==> config.mk <==
export PLATFORM = sky130hd
export DESIGN_NAME = mpirq_ctrl
export DESIGN_NICKNAME = d
export VERILOG_FILES = /design/src/rtl/mpirq_pkg.sv /design/src/rtl/mpirq_regs.sv /design/src/rtl/mpirq_sel.sv /design/src/rtl/mpirq_ctrl.sv
export SDC_FILE = /design/constraint.sdc
export NUM_CORES = 1
export LEC_CHECK = 0
export ABC_AREA = 1
export BUFFER_PORTS_ARGS = -buffer_cell sky130_fd_sc_hd__buf_2
export CAP_MARGIN = 15
export CELL_PAD_IN_SITES_DETAIL_PLACEMENT = 0
export CELL_PAD_IN_SITES_GLOBAL_PLACEMENT = 1
export CORE_MARGIN = 2
export CORE_UTILIZATION = 35
export CTS_CLUSTER_SIZE = 30
export DETAILED_ROUTE_END_ITERATION = 7
export GPL_TIMING_DRIVEN = 0
export PLACE_DENSITY_LB_ADDON = 0.1
export SETUP_SLACK_MARGIN = 0.1
export SLEW_MARGIN = 20
export SYNTH_ARGS = -nofsm -noshare
export SYNTH_HDL_FRONTEND = slang
export SYNTH_SLANG_ARGS = --single-unit
==> constraint.sdc <==
create_clock -name clk -period 3.13 [get_ports clk]
set_input_delay 0.313 -clock clk [delete_from_list [all_inputs] [get_ports clk]]
set_output_delay 0.313 -clock clk [all_outputs]
set_load 0.01 [all_outputs]
==> src/rtl/mpirq_pkg.sv <==
package mpirq_pkg;

    localparam int ADDR_W    = 12;
    localparam int DATA_W    = 32;
    localparam int ID_W      = 10;
    localparam int NUM_LOCAL = 3;

    // Returned by the acknowledge register when nothing is pending.
    localparam logic [ID_W-1:0] NO_IRQ_ID = '1;

    localparam logic [ADDR_W-1:0] A_CTRL    = 12'h000;
    localparam logic [ADDR_W-1:0] A_EN_SET  = 12'h010;
    localparam logic [ADDR_W-1:0] A_EN_CLR  = 12'h014;
    localparam logic [ADDR_W-1:0] A_ACK     = 12'h020;
    localparam logic [ADDR_W-1:0] A_MSK_SET = 12'h024;
    localparam logic [ADDR_W-1:0] A_MSK_CLR = 12'h028;
    localparam logic [ADDR_W-1:0] A_ROUTE   = 12'h100;

    typedef enum logic [2:0] {
        K_NONE,
        K_CTRL,
        K_EN_SET,
        K_EN_CLR,
        K_ACK,
        K_MSK_SET,
        K_MSK_CLR,
        K_ROUTE
    } reg_kind_e;

    typedef struct packed {
        reg_kind_e       kind;
        logic [ID_W-1:0] slot;
    } reg_sel_t;

    // Position of a private per-CPU source in its CPU's local group, -1 if shared.
    function automatic int local_slot(input int src);
        case (src)
            0:       return 0;
            1:       return 1;
            5:       return 2;
            default: return -1;
        endcase
    endfunction

    // Address decode; slot carries the source number for routing words.
    function automatic reg_sel_t decode_addr(input logic [ADDR_W-1:0] a);
        reg_sel_t r;
        r.kind = K_NONE;
        r.slot = '0;
        if (a >= A_ROUTE) begin
            if (a[1:0] == 2'b00) begin
                r.kind = K_ROUTE;
                r.slot = a[ADDR_W-1:2] - A_ROUTE[ADDR_W-1:2];
            end
        end else begin
            case (a)
                A_CTRL:    r.kind = K_CTRL;
                A_EN_SET:  r.kind = K_EN_SET;
                A_EN_CLR:  r.kind = K_EN_CLR;
                A_ACK:     r.kind = K_ACK;
                A_MSK_SET: r.kind = K_MSK_SET;
                A_MSK_CLR: r.kind = K_MSK_CLR;
                default:   r.kind = K_NONE;
            endcase
        end
        return r;
    endfunction

endpackage

==> src/rtl/mpirq_regs.sv <==
module mpirq_regs
    import mpirq_pkg::*;
#(
    parameter int NUM_SRC = 32,
    parameter int NUM_CPU = 4
) (
    input  logic                              clk,
    input  logic                              rst,
    input  logic                              wr_en,
    input  reg_sel_t                          wr_sel,
    input  logic [NUM_CPU-1:0]                wr_cpu_hot,
    input  logic [NUM_CPU-1:0]                wr_route,
    output logic [NUM_SRC-1:0]                en_q,
    output logic [NUM_CPU-1:0][NUM_SRC-1:0]   msk_q,
    output logic [NUM_SRC-1:0][NUM_CPU-1:0]   route_q
);

    // One-hot of the addressed source; all zero when the number is out of range.
    logic [NUM_SRC-1:0] sel_vec;

    for (genvar s = 0; s < NUM_SRC; s++) begin : g_sel
        assign sel_vec[s] = (wr_sel.slot == ID_W'(s));
    end

    always_ff @(posedge clk) begin
        if (rst) begin
            en_q    <= '0;
            msk_q   <= '1;
            route_q <= '0;
        end else if (wr_en) begin
            case (wr_sel.kind)
                K_EN_SET: en_q <= en_q | sel_vec;
                K_EN_CLR: en_q <= en_q & ~sel_vec;
                K_MSK_SET: begin
                    for (int c = 0; c < NUM_CPU; c++) begin
                        if (wr_cpu_hot[c]) msk_q[c] <= msk_q[c] | sel_vec;
                    end
                end
                K_MSK_CLR: begin
                    for (int c = 0; c < NUM_CPU; c++) begin
                        if (wr_cpu_hot[c]) msk_q[c] <= msk_q[c] & ~sel_vec;
                    end
                end
                K_ROUTE: begin
                    for (int s = 0; s < NUM_SRC; s++) begin
                        if (sel_vec[s]) route_q[s] <= wr_route;
                    end
                end
                default: ;
            endcase
        end
    end

    assert_en_set_R2: assert property (@(posedge clk) disable iff (rst)
        (wr_en && wr_sel.kind == K_EN_SET) |=> ((en_q & $past(sel_vec)) == $past(sel_vec)));

    assert_en_clr_R2: assert property (@(posedge clk) disable iff (rst)
        (wr_en && wr_sel.kind == K_EN_CLR) |=> ((en_q & $past(sel_vec)) == '0));

    assert_en_isolated_R2: assert property (@(posedge clk) disable iff (rst)
        (wr_en && (wr_sel.kind == K_EN_SET || wr_sel.kind == K_EN_CLR))
        |=> (((en_q ^ $past(en_q)) & ~$past(sel_vec)) == '0));

    for (genvar c = 0; c < NUM_CPU; c++) begin : g_mchk
        assert_mask_other_cpu_R3: assert property (@(posedge clk) disable iff (rst)
            (wr_en && (wr_sel.kind == K_MSK_SET || wr_sel.kind == K_MSK_CLR) && !wr_cpu_hot[c])
            |=> $stable(msk_q[c]));
    end

    assert_range_ignored_R9: assert property (@(posedge clk) disable iff (rst)
        (wr_en && sel_vec == '0) |=> ($stable(en_q) && $stable(msk_q) && $stable(route_q)));

endmodule

==> src/rtl/mpirq_sel.sv <==
module mpirq_sel
    import mpirq_pkg::*;
#(
    parameter int NUM_SRC = 32
) (
    input  logic                 clk,
    input  logic                 rst,
    input  logic [NUM_SRC-1:0]   src_level,
    input  logic [NUM_LOCAL-1:0] loc_level,
    input  logic [NUM_SRC-1:0]   en,
    input  logic [NUM_SRC-1:0]   msk,
    input  logic [NUM_SRC-1:0]   rt,
    output logic                 irq_q,
    output logic [ID_W-1:0]      ack_id
);

    logic [NUM_SRC-1:0] elig;
    logic [NUM_SRC-1:0] grant;
    logic [NUM_SRC-1:0] unused_bits;
    logic [ID_W-1:0]    id_or;

    for (genvar s = 0; s < NUM_SRC; s++) begin : g_src
        localparam int LS = local_slot(s);
        if (LS >= 0) begin : g_local
            assign elig[s]        = loc_level[LS] & ~msk[s];
            assign unused_bits[s] = src_level[s] ^ en[s] ^ rt[s];

            assert_local_bypass_R8: assert property (@(posedge clk) disable iff (rst)
                (loc_level[LS] && !msk[s]) |-> (ack_id <= ID_W'(s)));
        end else begin : g_shared
            assign elig[s]        = src_level[s] & en[s] & ~msk[s] & rt[s];
            assign unused_bits[s] = 1'b0;
        end
    end

    // Lowest set bit wins.
    assign grant = elig & (-elig);

    always_comb begin
        id_or = '0;
        for (int s = 0; s < NUM_SRC; s++) begin
            if (grant[s]) id_or = id_or | ID_W'(s);
        end
    end

    assign ack_id = (|elig) ? id_or : NO_IRQ_ID;

    always_ff @(posedge clk) begin
        if (rst) irq_q <= 1'b0;
        else     irq_q <= |elig;
    end

    assert_grant_onehot_R7: assert property (@(posedge clk) disable iff (rst)
        $onehot0(grant));

    assert_irq_tracks_ack_R6: assert property (@(posedge clk) disable iff (rst)
        1'b1 |=> (irq_q == $past(ack_id != NO_IRQ_ID)));

endmodule

==> src/rtl/mpirq_ctrl.sv <==
module mpirq_ctrl
    import mpirq_pkg::*;
#(
    parameter  int NUM_SRC = 32,
    parameter  int NUM_CPU = 4,
    localparam int CPU_W   = (NUM_CPU > 1) ? $clog2(NUM_CPU) : 1
) (
    input  logic                          clk,
    input  logic                          rst,
    input  logic [NUM_SRC-1:0]            src_level,
    input  logic [NUM_CPU*NUM_LOCAL-1:0]  pcpu_level,
    input  logic [CPU_W-1:0]              bus_cpu,
    input  logic                          bus_wr,
    input  logic                          bus_rd,
    input  logic [ADDR_W-1:0]             bus_addr,
    input  logic [DATA_W-1:0]             bus_wdata,
    output logic [DATA_W-1:0]             bus_rdata,
    output logic [NUM_CPU-1:0]            cpu_irq
);

    localparam logic [ID_W-1:0] SRC_LIMIT = ID_W'(NUM_SRC);

    reg_sel_t                          sel;
    reg_sel_t                          wr_sel;
    logic [NUM_CPU-1:0]                cpu_hot;
    logic [NUM_SRC-1:0]                en_q;
    logic [NUM_CPU-1:0][NUM_SRC-1:0]   msk_q;
    logic [NUM_SRC-1:0][NUM_CPU-1:0]   route_q;
    logic [NUM_CPU-1:0][NUM_SRC-1:0]   rt_col;
    logic [NUM_CPU-1:0][ID_W-1:0]      ack_id;
    logic [ID_W-1:0]                   ack_sel;
    logic [NUM_CPU-1:0]                route_rd;
    logic                              wdata_unused;

    assign sel          = decode_addr(bus_addr);
    assign wdata_unused = ^bus_wdata[DATA_W-1:ID_W];

    // Index registers take the source number from data, routing words from address.
    always_comb begin
        wr_sel.kind = sel.kind;
        wr_sel.slot = (sel.kind == K_ROUTE) ? sel.slot : bus_wdata[ID_W-1:0];
    end

    for (genvar c = 0; c < NUM_CPU; c++) begin : g_hot
        assign cpu_hot[c] = (bus_cpu == CPU_W'(c));
    end

    mpirq_regs #(
        .NUM_SRC (NUM_SRC),
        .NUM_CPU (NUM_CPU)
    ) u_regs (
        .clk        (clk),
        .rst        (rst),
        .wr_en      (bus_wr),
        .wr_sel     (wr_sel),
        .wr_cpu_hot (cpu_hot),
        .wr_route   (bus_wdata[NUM_CPU-1:0]),
        .en_q       (en_q),
        .msk_q      (msk_q),
        .route_q    (route_q)
    );

    for (genvar c = 0; c < NUM_CPU; c++) begin : g_cpu
        for (genvar s = 0; s < NUM_SRC; s++) begin : g_col
            assign rt_col[c][s] = route_q[s][c];
        end

        mpirq_sel #(
            .NUM_SRC (NUM_SRC)
        ) u_sel (
            .clk       (clk),
            .rst       (rst),
            .src_level (src_level),
            .loc_level (pcpu_level[c*NUM_LOCAL +: NUM_LOCAL]),
            .en        (en_q),
            .msk       (msk_q[c]),
            .rt        (rt_col[c]),
            .irq_q     (cpu_irq[c]),
            .ack_id    (ack_id[c])
        );
    end

    always_comb begin
        ack_sel = NO_IRQ_ID;
        for (int c = 0; c < NUM_CPU; c++) begin
            if (cpu_hot[c]) ack_sel = ack_id[c];
        end
    end

    always_comb begin
        route_rd = '0;
        for (int s = 0; s < NUM_SRC; s++) begin
            if (sel.slot == ID_W'(s)) route_rd = route_q[s];
        end
    end

    always_ff @(posedge clk) begin
        if (rst) begin
            bus_rdata <= '0;
        end else if (bus_rd) begin
            case (sel.kind)
                K_CTRL:  bus_rdata <= {{(DATA_W-ID_W-2){1'b0}}, SRC_LIMIT, 2'b00};
                K_ACK:   bus_rdata <= DATA_W'(ack_sel);
                K_ROUTE: bus_rdata <= DATA_W'(route_rd);
                default: bus_rdata <= '0;
            endcase
        end
    end

    assert_ctrl_count_R5: assert property (@(posedge clk) disable iff (rst)
        (bus_rd && sel.kind == K_CTRL) |=> (bus_rdata[11:2] == SRC_LIMIT));

    assert_idle_ack_R7: assert property (@(posedge clk) disable iff (rst)
        (bus_rd && sel.kind == K_ACK && ack_sel == NO_IRQ_ID) |=> (bus_rdata[ID_W-1:0] == NO_IRQ_ID));

endmodule

### Word-level counts from Yosys, hierarchy flattened

Index checks and enable logic that the tools add are counted.

* register bits after elaboration: 324
* logic and storage cells: 983
* input port bits: 94
* output and inout bits: 36

* reductions and logical operators: 83
* add/subtract/negate cells: 5
* eq/ne operators: 85
* bitwise operators: 416
* mux-type cells: 351
* magnitude comparators: 1

Operators with widths (number)
* $mux 32: 40
* $mux 128: 9
* $mux 4: 192
* $eq 10x5->1 const B: 32
* $mux 5: 64
* $and 32x32->32: 9
* $and 1x1->1: 273
* $pmux 128 s2: 1
* $eq 10x4->1 const B: 16
* $or 32x32->32: 5
* $neg 32->32: 4
* $not 1->1: 128
* $reduce_or 32->1: 4
* $mux 10: 10
* $reduce_and 3->1: 32
* $eq 10x3->1 const B: 8
* $reduce_bool 2->1: 35
* $pmux 32 s2: 1
* $mux 3: 18
* $eq 10x2->1 const B: 4
* $eq 12x6->1 const B: 3
* $not 32->32: 1
* $pmux 10 s3: 1
* $mux 13: 2
* 19 further kinds: 49

### Depth between registers and ports, before layout

Gate-level depths: netlist of the first run.

* depth after elaboration: 46
* depth in mapped cells: 36
* mapped depth without buffers: 36

### Hierarchy

From an unflattened synthesis of the first run, not the netlist that was laid out.

* cells, all modules: 3783
* area total of the unflattened synthesis: 22599.2 µm²

By module, submodules not included
* mpirq_regs: cells an instance 1924, seq. area each 5765.5 µm², times used 1, area an instance 13033.8 µm²
* mpirq_sel: cells an instance 320, seq. area each 20.0 µm², times used 4, area an instance 1639.1 µm²
* mpirq_ctrl: cells an instance 579, seq. area each 200.2 µm², times used 1, area an instance 3009.1 µm²

### Least setup slack after synthesis of the first run

No wires, ideal clock.

* kind: input port to flip-flop
* start point: input bus_addr[9]
* end point: register (tool-made name)
* data required time: 2.996 ns
* setup slack: 0.242 ns
* library setup time: 0.134 ns
* buffers on the path: 2
* stages on the path: 21
* arrival time: 2.754 ns
* path through: inv_1 > ha_1 > nand3_1 > nor2_2 > nand2_1 > nor2_2 > inv_2 > a41oi_1 > inv_2 > a31oi_2 > nor2_1 > nor3_4 > inv_2 > nand3_1 > nand2_2 > nor2_4 > inv_2 > buf_2 > buf_2 > o21ai_1 > nand3_1

RTL lines
* from (decl): line mpirq_ctrl.sv:15 `input logic [ADDR_W-1:0] bus_addr,`

==> key figures, run 1 <==
Logic synthesis
  • Synth Flop Type: dfxtp_1
  • Seq/Total Area, Yosys: 35.8%
  • FF+latch count, synth: 296
  • Post-Syn Instances: between 2,000 and 2,500
  • Combinational family with the most area after synthesis: simple AND/OR/NAND/NOR gates
  • Complex-gate fraction of the synthesized area: 19.4%
  • Yosys warnings: 0
  • Adder-Cell Fraction of Synth Area: 0.227%
  • Async S/R FF share, synth: 0%
  • Simple-Gate Fraction of Synth Area: between 30% and 40%
  • Synth Area in XOR/XNOR: 0%
  • Mux contribution to synthesized area: 0%
  • Post-synth EDFFs: 0
  • Mean post-synth cell area: between 6 and 7 sq um
  • Distinct cells, synth: between 50 and 60
  • Mapped cell area: between 15,000 and 20,000 sq um

Setup path
  • CP bufs+invs: 4
  • Worst setup EP type: register
  • CP most frequent cell: nand2_2
  • Worst Path Arrival: 4.06 ns
  • Setup CP Type: register to register
  • Startpoint types: register
  • Crit-path slowest cell: o211ai_1
  • Max FO, Critical Path: 4
  • Worst stage delay on the critical path: 0.40 ns
  • CP Data Required Time: 3.64 ns
  • Top delay family on crit path: simple AND/OR/NAND/NOR gates

Power and ir drop
  • VDD IR max: 0.288 mV
  • Pleak: 8.16 nW
  • Pwr dens: 456 nW/um^2
  • Total Power: 9.53 mW

Placement
  • RePlAce Congestion: 0.994
  • Dpl hpwl: 72.3 mm
  • Placed instance area: 17,800 sq um
  • Number of port buffers: between 80 and 90

Final layout
  • Post-layout net count: approximately 2,800
  • Antenna fix cells: 0
  • Area Growth Syn to Fin: 26.2%
  • FILL cells: between 5,000 and 6,000
  • Multi-input logic area: roughly 10,000 sq um
  • Register area: 5930 sq um
  • Share of layout cells above drive strength 1: 21.7%
  • Post-route cell area: 20,900 sq um

Clock network
  • CTS Buf Count: 38
  • CTS tree: built
  • Max clock buf depth: 3
  • CTS Hold Bufs: 0
  • CTS sink cnt: about 300
  • Clock Latency Late Sink: 0.57 ns
  • H-Tree Depth: 2
  • Worst-path clk slew: about 0.06 ns
  • Clock root buffer: clkbuf_16

STA
  • Clk_skew: 0.0199 ns
  • Final Hold Violating Endpoints: 0
  • PnR worst setup slack: -0.426 ns
  • Maximum clock rate: 281 MHz
  • Fin crit period: ~3.6 ns
  • Final setup fails: 6
  • Slew headroom: between 15 and 20%
  • Worst-Margin Slew: between 1 and 1.5 ns
  • Max Slew Vio Count: 0
  • Final period utilization: 114%
  • RSZ-0062 raised after global routing: true

Job
  • Max Cap Viol: 0

Detailed routing
  • Drt drc: 9
  • WL/cell: around 28 um
  • Drt total wl: 93.6 mm
  • Vias per cell: 5.79
  • 1st-iter DRT viols: 2,321
  • Drt pass-1 iters: 8
  • ANT nets after route: 0
  • Vias: 19,400

Floorplanning
  • Initial Util: 35.5%
  • Die Y: 222 um
  • Core Region: 46,700 sq um
  • Die area: 49,100 sq um
  • Row count: 79
  • Die X: 222 um
  • # IOs: 130

Global route
  • Overflow left after global routing: 0
  • Total track usage: 37.1%
  • Largest net degree at the start of global routing: 12
  • First-pass GRT wire length: 130 mm
  • Antenna violations before repair: 1
  • Number of global-route vias before repair: between 15,000 and 20,000

Outcome
  • Outcome: finished, violations left
  • Failing checks: design-rule violations, negative setup slack

Hold path
  • Worst hold path type: input pin to register
metal layers:
| layer | global-route usage [%] | vias to the layer above | share of wire (%) |
|---|---|---|---|
| met1 | 50.9 | 9255 | 43 |
| met2 | 55.3 | 1034 | 42 |
| met5 | 0 | - | 0.011 |
| met3 | 8.08 | 199 | 10 |
| li1 | - | 8879 | - |
| met4 | 17.5 | 2 | 5.3 |
cells in the mapped netlist (3+ instances only):
library cell / number / share of area (%)
buf_2: 10 / 0.30
nand4_1: 41 / 1.5
nand2_1: 316 / 7.2
nor3_2: 6 / 0.36
nor3b_1: 40 / 1.8
o21ai_0: 217 / 6.6
dfxtp_1: 296 / 36
nor2_4: 12 / 0.82
nor3_1: 107 / 3.2
nor2_1: 302 / 6.8
nand2_2: 10 / 0.38
o2111ai_1: 5 / 0.26
inv_2: 45 / 1.0
nor4_1: 27 / 1.0
buf_4: 31 / 1.4
ha_1: 3 / 0.23
a211oi_1: 31 / 1.4
a31oi_1: 6 / 0.23
nor2_2: 56 / 2.1
a21oi_1: 197 / 6.0
o21ai_1: 64 / 1.9
a2111oi_0: 5 / 0.26
clkbuf_1: 84 / 1.9
nand3_1: 254 / 7.7
a41oi_1: 3 / 0.16
buf_1: 4 / 0.091
inv_1: 250 / 5.7
o311ai_0: 8 / 0.42
o311ai_1: 24 / 1.3
cell families after synthesis:
kind of cell,Yosys count
and+or+nand+nor,1188
other,1
buffers and inverters,427
AOI/OAI and AO/OA,578
DFF,296
adders and majority gates,3
cell usage in the layout, fill, tap and decap left out, drive strengths merged, types with 2 or more instances in the layout:
cell,count
nor2,371
nor3b,40
o2111ai,5
o311ai,32
bufinv,4
a221oi,2
o22ai,2
or4,2
nand4,41
nand2,327
dfxtp,296
clkinv,6
a2111oi,5
nor4,28
nand3,255
ha,3
inv,294
clkinvlp,2
nor3,115
a211oi,33
or2,3
nand3b,2
a41oi,3
clkbuf,143
o21ai,282
o31ai,2
a311oi,2
a21oi,198
conb,22
buf,202
a31oi,7
area by class of cell:
| class | instances | share of cell area [%] |
|---|---|---|
| Clock inverter | 10 | 0.742 |
| Inverter | 296 | 5.39 |
| Clock buffer | 59 | 5.76 |
| Sequential cell | 296 | 28.4 |
| Tap cell | 607 | 3.63 |
| Multi-Input combinational cell | 1791 | 48.0 |
| Buffer | 131 | 3.35 |
| Timing Repair Buffer | 155 | 4.77 |
final timing paths:
check             slack, ns         start  cells past startpoint      endpoint
setup / recovery      -0.43      register                     28  bus_rdata[3]
hold / removal         0.16        bus_rd                      4  bus_rdata[8]
setup reg to reg      -0.43      register                     28  bus_rdata[3]
hold reg to reg        0.45  bus_rdata[7]                      2  bus_rdata[7]
where the power goes:
group          total (mW)  switching [mW]  internal [mW]
combinational       0.908           0.704          0.205
clock                4.83            1.86           2.97
sequential           3.78         0.00677           3.78
worst reg2reg max path, delay by kind of cell (launching register included):
family	cells	cell delay, ns
buffers and inverters	4	0.41
AOI/OAI and AO/OA	3	0.66
and+or+nand+nor	21	2.11
DFF	1	0.32
stage by stage:
| step | hold WS, ns | utilization, % | cells | setup WS, ns | TNS [ns] |
|---|---|---|---|---|---|
| floorplan | 0.429 | - | 2514 | 0.242 | 0 |
| global placement | 0.436 | 38.2 | 3203 | -2.19 | -285.44 |
| detailed placement | 0.440 | 38.2 | 3203 | -2.11 | -260.75 |
| CTS | 0.130 | 42.8 | 3308 | -0.530 | -2.74 |
| global route | 0.156 | 44.8 | 3345 | -0.632 | -3.64 |
| finish | 0.157 | 44.8 | 3345 | -0.426 | -2.46 |
timing repair:
| item | 4_1_cts | 5_1_grt |
|---|---|---|
| gates resized for setup | 134 | 173 |
| gates cloned | 0 | 0 |
| pin swaps | 38 | 87 |
| buffers inserted | 36 | 37 |
| setup endpoints to repair | 277 | 281 |
Power figures use the tool's default switching activity.
==> run 2: changes to the inputs <==
Settings changed: SYNTH_HIERARCHICAL set to 1, TNS_END_PERCENT set to 100.
==> run 2 against run 1 <==
  * The flow finishes with violations (negative setup slack)
  * Die area up 35%
  * Wire length rose by 16%
  * Sequential cell count grew 3
  * Design area increased by 26%
  * Maximum frequency rose by 4.3%
  * Utilization decreased by 3.2 points
  * Setup slack better by 0.15 ns
  * Total power shrank 2.5%
  * Non-clock buffer count up 41
  * Critical path depth grew 2
==> key figures, run 2 <==
Outcome
  • Outcome: finished, violations left
  • Failing checks: negative setup slack

Floorplanning
  • Row count: 92
  • Die X: 257 um
  • Die area: 66,200 sq um
  • Die Y: 257 um
  • Core Region: 63,200 sq um
  • Initial Util: 35.5%
  • # IOs: 130

Final layout
  • Post-route cell area: approximately 26,000 sq um
  • Antenna fix cells: 0
  • Commonest non-fill, non-tap cell in the layout: nand2_1
  • Area Growth Syn to Fin: 17.0%
  • Most frequent cells in the layout: nand2_1 (1,010), nand3_1 (544), inv_1 (507), nor2_1 (506), dfxtp_1 (298)
  • Post-layout net count: 4,047
  • Util after Layout: 41.6%
  • Share of layout cells above drive strength 1: 17.3%

STA
  • Hold WS: 0.0686 ns
  • Maximum clock rate: 293 MHz
  • Fin crit period: 3.41 ns
  • Clk_skew: 0.0367 ns
  • RSZ-0062 raised after global routing: true
  • Final period utilization: 109%
  • Slew headroom: 22.5%
  • Worst-Margin Slew: 1.16 ns
  • Final setup fails: 4
  • PnR worst setup slack: -0.279 ns
  • Max Slew Vio Count: 0
  • Final Hold Violating Endpoints: 0

Power and ir drop
  • Pleak: 13.3 nW
  • Total Power: between 9 and 10 mW
  • Seq pwr share: 41.0%
  • Pwr dens: 354 nW/um^2
  • Clock power share: 50.0%
  • Internal: 6.73 mW
  • Switch share: 27.6%
  • Gate power share: roughly 9%
  • NetSw: 2.56 mW
  • VDD IR max: 0.344 mV

Clock network
  • CTS sink cnt: 299
  • Clock Latency Late Sink: 0.60 ns
  • Clock root buffer: clkbuf_16
  • CTS Buf Count: 39
  • H-Tree Depth: 2
  • Worst-path clk slew: 0.05 ns
  • CTS tree: built
  • Max clock buf depth: 3
  • CTS Hold Bufs: 0

Placement
  • Dpl hpwl: 87.5 mm
  • Number of port buffers: 82
  • RePlAce Congestion: 0.998
  • Placed instance area: 24,000 sq um

Setup path
  • Worst Path Arrival: between 3 and 4 ns
  • CP Data Required Time: 3.58 ns
  • Worst stage delay on the critical path: 0.24 ns
  • Register-to-Register Path Depth: 24
  • Reg-to-reg critical path endpoint: bus_rdata[2]
  • Worst setup EP type: register
  • Crit-path slowest cell: nor3_2
  • R2r setup slk: about 0.04 ns
  • Max FO, Critical Path: 5
  • Reg2reg start: u_regs/route_q[10]
  • Startpoint types: input pin
  • CP most frequent cell: nand2_1
  • Setup CP Type: input pin to register

Detailed routing
  • Vias: 24,800
  • Drt total wl: 108 mm
  • Vias per cell: 5.15
  • Drt drc: 0
  • Drt pass-1 iters: 8
  • ANT nets after route: 0
  • WL/cell: between 20 and 25 um
  • 1st-iter DRT viols: 2,549

Logic synthesis
  • Mapped cell area: 22,500 sq um
  • Mean post-synth cell area: 5.97 sq um
  • Yosys warnings: 6
  • Post-Syn Instances: 3,759

Global route
  • Total track usage: 32.3%
  • First-pass GRT wire length: ~160 mm
  • Overflow left after global routing: 0
  • Antenna violations before repair: 2
  • Number of global-route vias before repair: ~23,000
  • Largest net degree at the start of global routing: 20

Hold path
  • WHS Endpoint: bus_rdata[2]
  • Worst hold path type: input pin to register
  • Hold Path Depth: 2
  • Hold path start: rst

Job
  • Max Cap Viol: 0
-- run 2: stage by stage --
step	TNS (ns)	std cells	setup slack, ns
6_report	-0.942	4822	-0.279
5_1_grt	-1.61	4822	-0.440
4_1_cts	-0.917	4810	-0.292
3_5_place_dp	-214.80	4709	-1.48
3_3_place_gp	-218.01	4708	-1.52
2_1_floorplan	0	3780	0.264
-- run 2: power groups by stage --
| stage | clock (mW) | sequential [mW] | combinational, mW |
|---|---|---|---|
| floorplan | 0 | 3.90 | 0.386 |
| detailed placement | 0 | 3.90 | 0.718 |
| CTS | 4.73 | 3.81 | 0.803 |
| global route | 4.87 | 3.81 | 0.878 |
| global placement | 0 | 3.90 | 0.721 |
| finish | 4.64 | 3.81 | 0.838 |
-- run 2: worst max-delay path: cells and delay by family --
family,cells,cell delay [ns]
and+or+nand+nor,25,2.90
AOI/OAI and AO/OA,2,0.27
buffers and inverters,3,0.39
-- run 2: repair_timing --
item	4_1_cts	5_1_grt
gates resized for setup	112	41
endpoints found under the setup margin	201	38
pin swaps	63	56
buffers inserted	35	12
-- run 2: worst max path at each step --
stage	slack, ns	start	depth (start not counted)	endpoint
2_1_floorplan	0.26	bus_addr[8]	32	bus_rdata[3]
3_3_place_gp	-1.52	bus_addr[8]	31	bus_rdata[2]
3_5_place_dp	-1.48	bus_addr[8]	31	bus_rdata[2]
4_1_cts	-0.29	bus_addr[9]	34	bus_rdata[2]
5_1_grt	-0.44	bus_addr[9]	31	bus_rdata[2]
6_report	-0.28	bus_addr[2]	30	bus_rdata[2]
-- run 2: layer usage --
| layer | share of wire [%] | up-vias | GRT usage, % |
|---|---|---|---|
| met4 | 4.8 | 0 | 14.3 |
| li1 | - | 12100 | - |
| met3 | 7.6 | 195 | 4.32 |
| met2 | 43 | 947 | 49.7 |
| met1 | 45 | 11600 | 45.0 |
| met5 | 0 | - | 0 |
-- run 2: final cells by class --
| class | count | area (sq um) |
|---|---|---|
| plain buffers | 197 | 1180 |
| clock buffers | 53 | 1090 |
| well taps | 846 | 1060 |
| inverters | 546 | 2100 |
| multi-input cells | 2737 | 13800 |
| repair buffers | 130 | 906 |
| fillers | 7167 | 36900 |
| flip-flops and latches | 299 | 5990 |
| clock inverters | 14 | 193 |
